<file path="src/rtl/wa_pkg.sv">
package wa_pkg;
   typedef enum logic [1:0] {
      RGN_CORE = 2'd0,
      RGN_DMA  = 2'd1,
      RGN_CTRL = 2'd2,
      RGN_NONE = 2'd3
   } rgn_e;
endpackage

</file>
<file path="src/rtl/wa_decode.sv">
module wa_decode
   import wa_pkg::*;
#(
   parameter int ADDR_W     = 7,
   parameter int BYTES      = 4,
   parameter int IDX_W      = 4,
   parameter int CORE_WORDS = 16,
   parameter int DMA_BASE   = 'h40,
   parameter int DMA_WORDS  = 8,
   parameter int HOLE_LO    = 'h60,
   parameter int CTRL_OFF   = 'h70,
   localparam int OFF_W     = $clog2(BYTES)
) (
   input  logic [ADDR_W-1:0] addr,
   output rgn_e              acc_rgn,
   output logic [IDX_W-1:0]  acc_idx,
   output rgn_e              src_rgn,
   output logic [IDX_W-1:0]  src_idx
);
   localparam int CORE_END = CORE_WORDS * BYTES;
   localparam int DMA_END  = DMA_BASE + DMA_WORDS * BYTES;
   localparam int HOLE_END = CTRL_OFF + BYTES;

   if (DMA_BASE < CORE_END || DMA_BASE % BYTES != 0) begin : g_bad_dma
      $error("wa_decode: DMA bank overlaps core bank or is misaligned");
   end
   if (HOLE_LO < DMA_END || CTRL_OFF < HOLE_LO) begin : g_bad_hole
      $error("wa_decode: control register placement out of order");
   end
   if (HOLE_END > (1 << ADDR_W)) begin : g_bad_win
      $error("wa_decode: control register beyond window");
   end
   if ((1 << IDX_W) < CORE_WORDS || (1 << IDX_W) < DMA_WORDS) begin : g_bad_idx
      $error("wa_decode: index width too small");
   end

   logic [ADDR_W-1:0] word_a;
   int                wa;
   assign word_a = {addr[ADDR_W-1:OFF_W], {OFF_W{1'b0}}};
   assign wa     = int'(word_a);

   always_comb begin
      acc_rgn = RGN_NONE;
      acc_idx = '0;
      if (wa < CORE_END) begin
         acc_rgn = RGN_CORE;
         acc_idx = IDX_W'(wa >> OFF_W);
      end else if (wa >= DMA_BASE && wa < DMA_END) begin
         acc_rgn = RGN_DMA;
         acc_idx = IDX_W'((wa - DMA_BASE) >> OFF_W);
      end else if (wa == CTRL_OFF) begin
         acc_rgn = RGN_CTRL;
      end
   end

   always_comb begin
      src_rgn = acc_rgn;
      src_idx = acc_idx;
      if (acc_rgn == RGN_NONE && wa >= HOLE_LO && wa < HOLE_END) begin
         src_rgn = RGN_CTRL;
         src_idx = '0;
      end
   end
endmodule

</file>
<file path="src/rtl/wa_lane_merge.sv">
module wa_lane_merge #(
   parameter int BYTES = 4,
   localparam int OFF_W = $clog2(BYTES),
   localparam int DW    = 8 * BYTES
) (
   input  logic [DW-1:0]    cur,
   input  logic [DW-1:0]    wdata,
   input  logic [OFF_W-1:0] off,
   input  logic [OFF_W-1:0] size,
   output logic [DW-1:0]    merged,
   output logic             full
);
   logic [DW-1:0] lifted;
   int            lo;
   int            hi;

   assign full   = (size == OFF_W'(BYTES - 1)) && (off == '0);
   assign lifted = wdata << {off, 3'b000};
   assign lo     = int'(off);
   assign hi     = int'(off) + int'(size);

   for (genvar j = 0; j < BYTES; j++) begin : g_lane
      logic take;
      assign take            = (j >= lo) && (j <= hi);
      assign merged[8*j +: 8] = take ? lifted[8*j +: 8] : cur[8*j +: 8];
   end
endmodule

</file>
<file path="src/rtl/wa_read_align.sv">
module wa_read_align #(
   parameter int BYTES   = 4,
   parameter bit RSP_REG = 1'b1,
   localparam int OFF_W  = $clog2(BYTES),
   localparam int DW     = 8 * BYTES
) (
   input  logic             clk,
   input  logic             rst_n,
   input  logic             load,
   input  logic [DW-1:0]    word,
   input  logic [OFF_W-1:0] off,
   input  logic [OFF_W-1:0] size,
   output logic             valid,
   output logic [DW-1:0]    data
);
   logic [DW-1:0] shifted;
   logic [DW-1:0] trimmed;

   assign shifted = word >> {off, 3'b000};

   for (genvar j = 0; j < BYTES; j++) begin : g_lane
      assign trimmed[8*j +: 8] = (j <= int'(size)) ? shifted[8*j +: 8] : 8'h00;
   end

   if (RSP_REG) begin : g_reg
      always_ff @(posedge clk or negedge rst_n) begin
         if (!rst_n) begin
            valid <= 1'b0;
            data  <= '0;
         end else begin
            valid <= load;
            if (load) data <= trimmed;
         end
      end
   end else begin : g_comb
      assign valid = load;
      assign data  = trimmed;
   end
endmodule

</file>
<file path="src/rtl/wa_window_adapter.sv">
module wa_window_adapter
   import wa_pkg::*;
#(
   parameter int DATA_W     = 32,
   parameter int ADDR_W     = 7,
   parameter int CORE_WORDS = 16,
   parameter int DMA_BASE   = 'h40,
   parameter int DMA_WORDS  = 8,
   parameter int HOLE_LO    = 'h60,
   parameter int CTRL_OFF   = 'h70,
   parameter int IDX_W      = 4,
   parameter bit RSP_REG    = 1'b1,
   localparam int BYTES     = DATA_W / 8,
   localparam int OFF_W     = $clog2(BYTES)
) (
   input  logic              clk,
   input  logic              rst_n,
   input  logic              req_valid,
   output logic              req_ready,
   input  logic              req_write,
   input  logic [ADDR_W-1:0] req_addr,
   input  logic [OFF_W-1:0]  req_size,
   input  logic [DATA_W-1:0] req_wdata,
   output logic              rsp_valid,
   output logic [DATA_W-1:0] rsp_rdata,
   output logic              tgt_rd,
   output logic              tgt_peek,
   output logic              tgt_wr,
   output logic [1:0]        tgt_region,
   output logic [IDX_W-1:0]  tgt_index,
   output logic [DATA_W-1:0] tgt_wdata,
   input  logic [DATA_W-1:0] tgt_rdata
);
   if (DATA_W % 8 != 0 || BYTES < 2 || (1 << OFF_W) != BYTES) begin : g_bad_w
      $error("wa_window_adapter: data width must be a power-of-two byte count");
   end

   rgn_e              acc_rgn, src_rgn, hold_rgn_q, sel_rgn;
   logic [IDX_W-1:0]  acc_idx, src_idx, hold_idx_q, sel_idx;
   logic [DATA_W-1:0] cur_word, merged, merged_q, rd_word;
   logic [OFF_W-1:0]  off;
   logic              full, merge_q, accept, narrow_wr;

   assign off       = req_addr[OFF_W-1:0];
   assign req_ready = ~merge_q;
   assign accept    = req_valid & ~merge_q;
   assign narrow_wr = accept & req_write & ~full;

   wa_decode #(
      .ADDR_W(ADDR_W), .BYTES(BYTES), .IDX_W(IDX_W),
      .CORE_WORDS(CORE_WORDS), .DMA_BASE(DMA_BASE), .DMA_WORDS(DMA_WORDS),
      .HOLE_LO(HOLE_LO), .CTRL_OFF(CTRL_OFF)
   ) i_decode (
      .addr(req_addr), .acc_rgn(acc_rgn), .acc_idx(acc_idx),
      .src_rgn(src_rgn), .src_idx(src_idx)
   );

   assign cur_word = (src_rgn != RGN_NONE) ? tgt_rdata : '0;

   wa_lane_merge #(.BYTES(BYTES)) i_merge (
      .cur(cur_word), .wdata(req_wdata), .off(off), .size(req_size),
      .merged(merged), .full(full)
   );

   always_ff @(posedge clk or negedge rst_n) begin
      if (!rst_n) begin
         merge_q    <= 1'b0;
         hold_rgn_q <= RGN_NONE;
         hold_idx_q <= '0;
         merged_q   <= '0;
      end else begin
         merge_q <= narrow_wr;
         if (narrow_wr) begin
            hold_rgn_q <= acc_rgn;
            hold_idx_q <= acc_idx;
            merged_q   <= merged;
         end
      end
   end

   always_comb begin
      if (merge_q) begin
         sel_rgn = hold_rgn_q;
         sel_idx = hold_idx_q;
      end else if (req_write && !full) begin
         sel_rgn = src_rgn;
         sel_idx = src_idx;
      end else begin
         sel_rgn = acc_rgn;
         sel_idx = acc_idx;
      end
   end

   assign tgt_region = sel_rgn;
   assign tgt_index  = sel_idx;
   assign tgt_rd     = accept & ~req_write & (acc_rgn != RGN_NONE);
   assign tgt_peek   = narrow_wr & (src_rgn != RGN_NONE);
   assign tgt_wr     = merge_q ? (hold_rgn_q != RGN_NONE)
                               : (accept & req_write & full & (acc_rgn != RGN_NONE));
   assign tgt_wdata  = merge_q ? merged_q : req_wdata;

   assign rd_word = (acc_rgn != RGN_NONE) ? tgt_rdata : '0;

   wa_read_align #(.BYTES(BYTES), .RSP_REG(RSP_REG)) i_align (
      .clk(clk), .rst_n(rst_n), .load(accept & ~req_write),
      .word(rd_word), .off(off), .size(req_size),
      .valid(rsp_valid), .data(rsp_rdata)
   );
endmodule

</file>
<file path="config.mk">
export PLATFORM = sky130hd
export DESIGN_NAME = wa_window_adapter
export DESIGN_NICKNAME = d
export VERILOG_FILES = /design/src/rtl/wa_pkg.sv /design/src/rtl/wa_decode.sv /design/src/rtl/wa_lane_merge.sv /design/src/rtl/wa_read_align.sv /design/src/rtl/wa_window_adapter.sv
export SDC_FILE = /design/constraint.sdc
export NUM_CORES = 1
export LEC_CHECK = 0
export ABC_AREA = 1
export CAP_MARGIN = 30
export CORE_MARGIN = 4
export CORE_UTILIZATION = 50
export CTS_CLUSTER_DIAMETER = 80
export CTS_CLUSTER_SIZE = 20
export DETAILED_ROUTE_END_ITERATION = 6
export PLACE_DENSITY = 0.86
export SETUP_SLACK_MARGIN = 0.15
export SLEW_MARGIN = 5
export SYNTH_ARGS = -nofsm -noshare
export SYNTH_HDL_FRONTEND = slang
export SYNTH_SLANG_ARGS = --single-unit
</file>
<file path="constraint.sdc">
create_clock -name clk -period 4.3 [get_ports clk]
set_input_delay 0.43 -clock clk [delete_from_list [all_inputs] [get_ports clk]]
set_output_delay 0.43 -clock clk [all_outputs]
set_load 0.01 [all_outputs]
</file>
==> impl_metrics.csv, run 1 <==
group,metric,value,unit
cells_and_area,post-route-util,71.3,%
timing,clock_skew,0.0120,ns
placed_design,dpl.hpwl,12.7,mm
logic_synthesis,synth_area_per_cell,6.61,um2
route,detail_route.iter0.violations,623,
logic_synthesis,muxShareOfSynthArea,0,%
cts,cts_tree,"built",
logic_synthesis,synth.area.top_cells,"dfrtp_1 (38%), nand2_1 (26%), nand3_1 (7.7%), nand4_1 (3.8%), a21oi_1 (3.6%)",
route,num_vias,5511,
global_routing,first_global_vias,5334,
route,wirelength,17.0,mm
route,topRoutingLayerUsed,"met4",
logic_synthesis,synthAdderAreaFrac,0.702,%
cells_and_area,layout-drive-gt1-share,6.71,%
cells_and_area,final_cell_mix,"nand2_1 (323), clkdlybuf4s50_1 (150), nand3_1 (71)",
logic_synthesis,synth_top_area_share,37.8,%
cts,cts_made_buffers,9,
power,power_density,323,nW/um2
placed_design,dp.cells,927,
timing,setup_viol,0,
logic_synthesis,synth_nets,780,
critical_path,critPathMaxFanout,45,
logic_synthesis,synth_area_leader_cell,"dfrtp_1",
flow_run,cap_viol_max_count,0,
critical_path,critPathRequiredTime,3.87,ns
critical_path,end_kind,"output port",
logic_synthesis,yosysSeqAreaShare,38.9,%
cells_and_area,diodes,0,
floorplan,fp.dieH,104,um
route,postRouteAntennaNets,0,
cts,clkTransAtPathRegs,0.08,ns
route,drc_errors,0,
logic_synthesis,synth_compound_area_share,10.2,%
timing,min_period,3.44,ns
logic_synthesis,yosys.area_share.simple,42.1,%
global_routing,grt_usage,31.0,%
cts,cts_setup_buffers,0,
cells_and_area,final_cell_count_no_fill,942,
global_routing,antenna_found_initial,0,
route,viasPerCell,5.85,
critical_path,cp-start-kind,"flop",
logic_synthesis,yosys.area_share.xor_xnor,0,%
timing,setup-tns-final,0,ns
timing,slew_viol_final,0,
logic_synthesis,synth.cell_area,4630,um2
timing,hold_viol,0,
floorplan,row_count,34,
floorplan,core_area,8850,um2
route,m1WireLength,6.54,mm
critical_path,critPathKind,"reg -> out",
outcome,status,"complete, no violations",
floorplan,dieWidth,104,um
floorplan,start_util,52.4,%
logic_synthesis,synth_seq_cells,72,
cells_and_area,nFillCells,785,
route,dr_wl_met2,7.68,mm
timing,maxSlewHeadroom,45.5,%
global_routing,grt.overflow.total,0,
cts,clockRootBuffer,"clkbuf_8",
critical_path,cp.arrival,3.01,ns
timing,rsz0062_at_grt,"no",
cells_and_area,multiInputGateArea,2460,um2
route,drtPass1Iterations,6,
timing,worst_slew_pin_slew,0.815,ns
floorplan,io_pins,152,
hold_path,hold_class,"in -> async",
global_routing,grt_max_degree,50,
cells_and_area,nNetsFinal,909,
cts,insertion_delay,0.34,ns
route,wl_met3,2.10,mm
placed_design,portBuffers,151,
timing,clock.fmax,291,MHz
cts,htreeDepth,3,
cells_and_area,area_growth_syn_to_layout,36.1,%
logic_synthesis,synth_top_family_by_area,"simple AND/OR/NAND/NOR gates",
logic_synthesis,syn_inst,701,
global_routing,grt_pass1_wl,27.2,mm
cts,cts-resized-gates,0,
logic_synthesis,ys.warnings.count,0,
power,power,2030,uW
timing,final.period_utilization,80.0,%
cells_and_area,layout_commonest_cell,"nand2_1",
power,p_leak,0.00301,uW
cts,ctsHoldBuffers,0,
cts,numClockSinks,72,
logic_synthesis,synthDistinctLibCells,28,
cts,clockBufferDepth,2,
placed_design,gp_routability_congestion,0.987,
cells_and_area,seq_area,1800,um2
floorplan,die_area,10900,um2
route,routedWlPerCell,18.1,um
power,ir_worst_vdd,155,uV
metal layers:
| metal | vias up | global-route usage [%] |
|---|---|---|
| met5 | - | 0 |
| met2 | 423 | 47.7 |
| li1 | 2525 | - |
| met4 | 0 | 13.8 |
| met1 | 2499 | 40.9 |
| met3 | 64 | 8.07 |
cell usage after synthesis:
master / instances
nand2_1: 323
nand3_1: 71
dfrtp_1: 70
a21oi_1: 33
inv_1: 31
o21ai_1: 29
nand4_1: 28
o21ai_0: 28
clkbuf_1: 15
buf_2: 12
buf_4: 11
nor2_1: 10
inv_2: 8
or2_2: 8
nor2_4: 4
buf_1: 3
nor2_2: 3
dfstp_2: 2
nor3_2: 2
o22ai_1: 2
buf_6: 1
clkinv_2: 1
fa_1: 1
ha_1: 1
nand3_2: 1
nand3_4: 1
nand3b_1: 1
o21bai_2: 1
area by class of cell:
class | instances | area share [%]
multi-input cells | 547 | 38.9
flip-flops and latches | 72 | 28.6
repair buffers | 160 | 25.0
inverters | 40 | 2.40
well taps | 108 | 2.14
clock buffers | 9 | 1.96
clock inverters | 6 | 0.972
sequential cells by signal (all words and copies together) (netlist names):
register and count:
merged_q 32, merge_q 1, i_align.valid 1, hold_rgn_q 2, i_align.data 32, hold_idx_q 4
where the power goes:
| part | total [uW] | switching (uW) | internal [uW] |
|---|---|---|---|
| logic | 659 | 357 | 302 |
| clock network | 530 | 267 | 263 |
| registers | 846 | 61.0 | 785 |
worst max-delay path, cell delays in order, from the launching register on:
cell	delay, ns
dfrtp_1	0.33
buf_4	0.39
clkinv_2	0.53
nand3_4	0.56
inv_2	0.14
nand2_1	0.16
inv_1	0.06
clkdlybuf4s50_1	0.47
stage by stage:
stage | worst slack [ns] | cell area (um2) | hold slack (ns)
3_5_place_dp | 1.20 | 6120 | 0.464
4_1_cts | 0.872 | 6310 | 0.142
5_1_grt | 0.610 | 6310 | 0.177
2_1_floorplan | 2.31 | 4630 | 0.134
6_report | 0.861 | 6310 | 0.115
3_3_place_gp | 1.28 | 6120 | 0.468
kinds of logic (layout without fill, tap and decap cells):
group | after synthesis | after routing
buffers and inverters | 82 | 215
AOI/OAI and AO/OA | 93 | 93
adders and majority gates | 2 | 2
and+or+nand+nor | 452 | 452
DFF | 72 | 72
final timing paths:
check	from	to	slack (ns)	cells past startpoint
setup / recovery	merge_q	tgt_rd	0.86	7
hold / removal	rst_n	merged_q[25]	0.12	1
setup reg to reg	merge_q	i_align.data[15]	1.76	8
hold reg to reg	i_align.data[23]	i_align.data[23]	0.49	2
max in group asynchronous	rst_n	hold_rgn_q[1]	3.16	2
min in group clk	i_align.data[23]	i_align.data[23]	0.49	2
Note: power is estimated with default switching activity, not from simulation.
==> inputs of run 2 (changes only) <==
--- a/config.mk
+++ b/config.mk
@@ -8,11 +8,11 @@
 export ABC_AREA = 1
 export CAP_MARGIN = 30
 export CORE_MARGIN = 4
-export CORE_UTILIZATION = 50
+export CORE_UTILIZATION = 42
 export CTS_CLUSTER_DIAMETER = 80
 export CTS_CLUSTER_SIZE = 20
 export DETAILED_ROUTE_END_ITERATION = 6
-export PLACE_DENSITY = 0.86
+export PLACE_DENSITY = 0.77
 export SETUP_SLACK_MARGIN = 0.15
 export SLEW_MARGIN = 5
 export SYNTH_ARGS = -nofsm -noshare
==> constraint.sdc (replaced) <==
create_clock -name clk -period 2.8 [get_ports clk]
set_input_delay 0.28 -clock clk [delete_from_list [all_inputs] [get_ports clk]]
set_output_delay 0.28 -clock clk [all_outputs]
set_load 0.01 [all_outputs]
==> impl_metrics.csv, run 2 (synthesis results as in run 1) <==
group,metric,value,unit
outcome,status,"finished with violations",
outcome,violations,"negative hold slack",
global_routing,grt_usage,26.9,%
placed_design,dp.cells,967,
global_routing,antenna_found_initial,0,
cells_and_area,final_cell_mix,"nand2_1 (323), clkdlybuf4s50_1 (150), nand3_1 (71)",
global_routing,first_global_vias,5181,
cells_and_area,nFillCells,1041,
floorplan,die_area,12800,um2
floorplan,dieWidth,113,um
cells_and_area,largestRegisters,"i_align.data: 32 flops, merged_q: 32 flops, hold_idx_q: 4 flops",
cts,clockRootBuffer,"clkbuf_8",
critical_path,critPathKind,"reg -> out",
cts,cts_tree,"built",
timing,slew_viol_final,0,
power,power_density,501,nW/um2
timing,maxSlewHeadroom,48.6,%
route,drtPass1Iterations,6,
floorplan,row_count,38,
route,routedWlPerCell,17.6,um
timing,clock.fmax,411,MHz
critical_path,cp-start-kind,"flop",
route,postRouteAntennaNets,0,
timing,worst_slew_pin_slew,0.771,ns
cts,clkTransAtPathRegs,0.08,ns
timing,setup-tns-final,0,ns
power,p_leak,0.00306,uW
route,detail_route.iter0.violations,552,
timing,clock_skew,0.0130,ns
cts,cts_made_buffers,9,
power,ir_worst_vdd,249,uV
cells_and_area,final_cell_count_no_fill,983,
floorplan,fp.dieH,113,um
cells_and_area,diodes,0,
power,power,3230,uW
global_routing,grt_max_degree,50,
cells_and_area,layout-drive-gt1-share,7.47,%
route,num_vias,5317,
placed_design,portBuffers,151,
placed_design,gp_routability_congestion,0.930,
route,drc_errors,0,
global_routing,grt.overflow.total,0,
cells_and_area,nNetsFinal,917,
timing,timing.hold.ws,-0.0113,ns
timing,setup_viol,0,
critical_path,critPathMaxFanout,23,
timing,min_period,2.43,ns
global_routing,grt_pass1_wl,27.2,mm
cts,numClockSinks,72,
critical_path,end_kind,"output port",
floorplan,core_area,10800,um2
timing,final.period_utilization,86.9,%
placed_design,dpl.hpwl,13.1,mm
cts,clockBufferDepth,2,
floorplan,start_util,42.7,%
cts,ctsHoldBuffers,0,
timing,rsz0062_at_grt,"no",
cts,cts-resized-gates,0,
timing,hold_viol,7,
route,wirelength,17.3,mm
critical_path,critPathRequiredTime,2.52,ns
cells_and_area,layout_commonest_cell,"nand2_1",
route,viasPerCell,5.41,
cts,insertion_delay,0.36,ns
flow_run,cap_viol_max_count,0,
cells_and_area,area_growth_syn_to_layout,39.4,%
hold_path,hold_class,"in -> async",
cts,htreeDepth,3,
floorplan,io_pins,152,
critical_path,cp.arrival,2.15,ns
cts,cts_setup_buffers,0,
## run 2: cell count changes in the layout (fill, tap and decap cells not counted), sizes merged
| cell | previous run | this run |
|---|---|---|
| inv | 39 | 40 |
| clkinv | 5 | 2 |
| buf | 10 | 18 |
| clkbuf | 9 | 11 |
| bufinv | 1 | 2 |
## run 2: final cells by class
class	count	area (um2)	share of cell area, %
inverters	40	151	2.34
multi-input cells	547	2460	38.0
well taps	140	175	2.71
clock buffers	11	131	2.03
clock inverters	5	81.3	1.26
repair buffers	168	1660	25.7
flip-flops and latches	72	1800	27.9
## run 2: stage by stage
step           area, um2  utilization, %  worst slack [ns]
6_report            6460            59.6             0.366
3_3_place_gp        6250            57.6             0.316
4_1_cts             6460            59.6             0.400
3_5_place_dp        6250            57.6             0.236
2_1_floorplan       4630               -             0.958
5_1_grt             6460            59.6             0.291
## run 2: worst paths after layout
path                                  startpoint               end  slack, ns  cells past startpoint
worst min-delay path                       rst_n     hold_idx_q[0]      -0.01                      1
worst min register to register  i_align.data[18]  i_align.data[18]       0.49                      2
worst max register to register           merge_q  i_align.data[30]       0.73                      6
min in group clk                i_align.data[18]  i_align.data[18]       0.49                      2
max in group asynchronous                  rst_n     hold_rgn_q[1]       2.06                      2
worst max-delay path                     merge_q            tgt_rd       0.37                      6
## run 2: metal layers
metal	part of all wire (%)	GRT usage, %
met5	0	0
met4	3.1	10.5
met3	8.8	5.72
met2	46	42.4
met1	42	36.3
## run 2: worst max-delay path, stage by stage, from the launching register on
cell and delay [ns]:
dfrtp_1 0.48, clkinv_2 0.37, nand3_4 0.20, inv_2 0.08
nand2_1 0.12, inv_1 0.07, clkdlybuf4s50_1 0.48
## run 2: where the power goes
| group | internal [uW] | total (uW) | switching, uW |
|---|---|---|---|
| clock | 504 | 915 | 411 |
| sequential | 1210 | 1300 | 91.9 |
| combinational | 475 | 1020 | 547 |
==> inputs of run 3 (changes only) <==
--- a/config.mk
+++ b/config.mk
@@ -5,14 +5,13 @@
 export SDC_FILE = /design/constraint.sdc
 export NUM_CORES = 1
 export LEC_CHECK = 0
-export ABC_AREA = 1
 export CAP_MARGIN = 30
 export CORE_MARGIN = 4
 export CORE_UTILIZATION = 42
 export CTS_CLUSTER_DIAMETER = 80
 export CTS_CLUSTER_SIZE = 20
 export DETAILED_ROUTE_END_ITERATION = 6
-export PLACE_DENSITY = 0.77
+export PLACE_DENSITY = 0.78
 export SETUP_SLACK_MARGIN = 0.15
 export SLEW_MARGIN = 5
 export SYNTH_ARGS = -nofsm -noshare
==> impl_metrics.csv, run 3 <==
group,metric,value,unit
outcome,status,"complete, no violations",
logic_synthesis,synthDistinctLibCells,47,
logic_synthesis,synth_top_area_share,38.9,%
critical_path,critPathKind,"in -> out",
logic_synthesis,synth.area.top_cells,"dfrtp_1 (39%), mux2_2 (11%), mux2i_1 (5.8%), nand2_1 (5.5%), nand3_1 (2.7%)",
placed_design,portBuffers,151,
timing,final.period_utilization,91.1,%
floorplan,io_pins,152,
logic_synthesis,synth_seq_cells,72,
logic_synthesis,synth_nets,543,
timing,hold_viol,0,
timing,setup_viol,0,
timing,setup_ws,0.248,ns
timing,timing.hold.ws,0.00258,ns
cells_and_area,largestRegisters,"i_align.data: 32 flops, merged_q: 32 flops, hold_idx_q: 4 flops",
placed_design,post-place-ws,0.232,ns
floorplan,core_area,10400,um2
global_routing,grt.overflow.total,0,
critical_path,critPathMaxFanout,6,
route,postRouteAntennaNets,0,
timing,clock_skew,0.00588,ns
timing,worst_slew_pin_slew,0.794,ns
logic_synthesis,synth_edf_count,0,
global_routing,antenna_found_initial,0,
placed_design,dpl.hpwl,12.2,mm
power,ir_worst_vdd,272,uV
cts,htreeDepth,3,
cts,cts_tree,"built",
floorplan,die_area,12400,um2
critical_path,cp-start-kind,"primary input",
timing,min_period,2.55,ns
timing,setup-tns-final,0,ns
route,drtPass1Iterations,6,
logic_synthesis,ys.warnings.count,0,
cells_and_area,layout-drive-gt1-share,15.2,%
route,viasPerCell,5.82,
cells_and_area,nFillCells,932,
cts,clockRootBuffer,"clkbuf_8",
global_routing,grt_pass1_wl,24.6,mm
critical_path,end_kind,"output port",
route,num_vias,4323,
route,routedWlPerCell,21.2,um
timing,slew_viol_final,0,
logic_synthesis,yosysSeqAreaShare,40.1,%
floorplan,start_util,43.4,%
cts,insertion_delay,0.35,ns
logic_synthesis,synth_area_per_cell,9.70,um2
cts,numClockSinks,72,
timing,maxSlewHeadroom,47.0,%
cells_and_area,final_cell_mix,"clkdlybuf4s50_1 (148), dfrtp_1 (70), nand2_1 (66)",
cells_and_area,diodes,0,
timing,clock.fmax,392,MHz
floorplan,row_count,37,
power,p_leak,0.00262,uW
global_routing,first_global_vias,4295,
flow_run,cap_viol_max_count,0,
cts,cts_made_buffers,9,
route,detail_route.iter0.violations,337,
global_routing,grt_max_degree,45,
placed_design,gp_routability_congestion,0.901,
logic_synthesis,synth_area_leader_cell,"dfrtp_1",
cts,clkTransAtPathRegs,0.08,ns
cts,clockBufferDepth,2,
floorplan,dieWidth,112,um
cells_and_area,layout_commonest_cell,"clkdlybuf4s50_1",
critical_path,critPathRequiredTime,2.52,ns
hold_path,hold_class,"in -> async",
logic_synthesis,synth_most_common_cell,"dfrtp_1",
timing,rsz0062_at_grt,"no",
logic_synthesis,syn_inst,464,
route,drc_errors,0,
critical_path,cp.arrival,2.27,ns
route,wirelength,15.7,mm
global_routing,grt_usage,25.0,%
power,power_density,509,nW/um2
logic_synthesis,ys_async_sr_fraction,100,%
floorplan,fp.dieH,112,um
cells_and_area,nNetsFinal,681,
logic_synthesis,synth_common_cells,"dfrtp_1 (70), nand2_1 (66), mux2_2 (42), mux2i_1 (26), nand3_1 (24)",
logic_synthesis,synth.cell_area,4500,um2
cells_and_area,area_growth_syn_to_layout,40.6,%
logic_synthesis,synth_ff_type,"dfrtp_1",
-- run 3: cell types whose count changed after synthesis, moves of 10 or more --
cell | previous run | this run
mux2_2 | 0 | 42
o21ai_1 | 29 | 15
mux2i_1 | 0 | 26
inv_1 | 31 | 4
nand2_1 | 323 | 66
and2_1 | 0 | 11
a22o_1 | 0 | 12
a22oi_1 | 0 | 10
nand3_1 | 71 | 24
nand4_1 | 28 | 0
a21oi_1 | 33 | 8
-- run 3: cell families after synthesis --
logic type	synth area share (%)
buf+inv	4.95
fa+ha+maj	0.723
simple gates	14.4
mux	18.3
compound gates	21.6
flops	40.1
-- run 3: worst max-delay path, cell delays in order --
cell and delay [ns]:
clkdlybuf4s50_1 0.53, or3b_4 0.44, nand2_1 0.12, a41oi_1 0.12, a31oi_1 0.19, clkdlybuf4s50_1 0.58
-- run 3: power by group --
| part | switching, uW | total, uW | internal [uW] |
|---|---|---|---|
| clock network | 422 | 925 | 503 |
| registers | 97.9 | 1300 | 1200 |
| logic | 469 | 998 | 530 |
-- run 3: what timing repair did --
item                                    4_1_cts  5_1_grt
resized for setup                             0        1
hold buffers                                  0        0
setup buffers                                 0        0
endpoints found under the setup margin        0        1
-- run 3: path summary, 6_finish.rpt --
path	end	cells after the start	start	slack (ns)
max	tgt_wr	6	req_addr[4]	0.25
min reg2reg	merged_q[31]	2	merged_q[31]	0.48
min in group clk	i_align.data[10]	4	req_addr[1]	0.47
max in group asynchronous	hold_rgn_q[0]	2	rst_n	2.04
max reg2reg	i_align.data[10]	5	merge_q	0.87
min	merged_q[1]	1	rst_n	0.003
-- run 3: metrics by stage --
step,total power [uW],cells,util [%],instance area (um2)
after global placement,2290,727,58.8,6100
after CTS,3230,743,61.0,6320
after floorplan,1780,464,-,4500
after global routing,3380,743,61.0,6320
after detailed placement,2310,727,58.8,6100
final,3220,743,61.0,6320
-- run 3: per-layer routing --
layer | global-route usage (%) | routed length, um
met5 | 0 | 0
met4 | 7.70 | 396
met3 | 4.51 | 1300
met2 | 39.4 | 7130
met1 | 35.3 | 6890
-- run 3: area by class of cell --
cell class | count | area, um2 | share of cell area (%)
Sequential cell | 72 | 1800 | 28.5
Tap cell | 136 | 170 | 2.69
Inverter | 5 | 18.8 | 0.297
Clock inverter | 7 | 96.3 | 1.52
Timing Repair Buffer | 168 | 1640 | 25.9
Multi-Input combinational cell | 346 | 2470 | 39.1
Clock buffer | 9 | 124 | 1.96
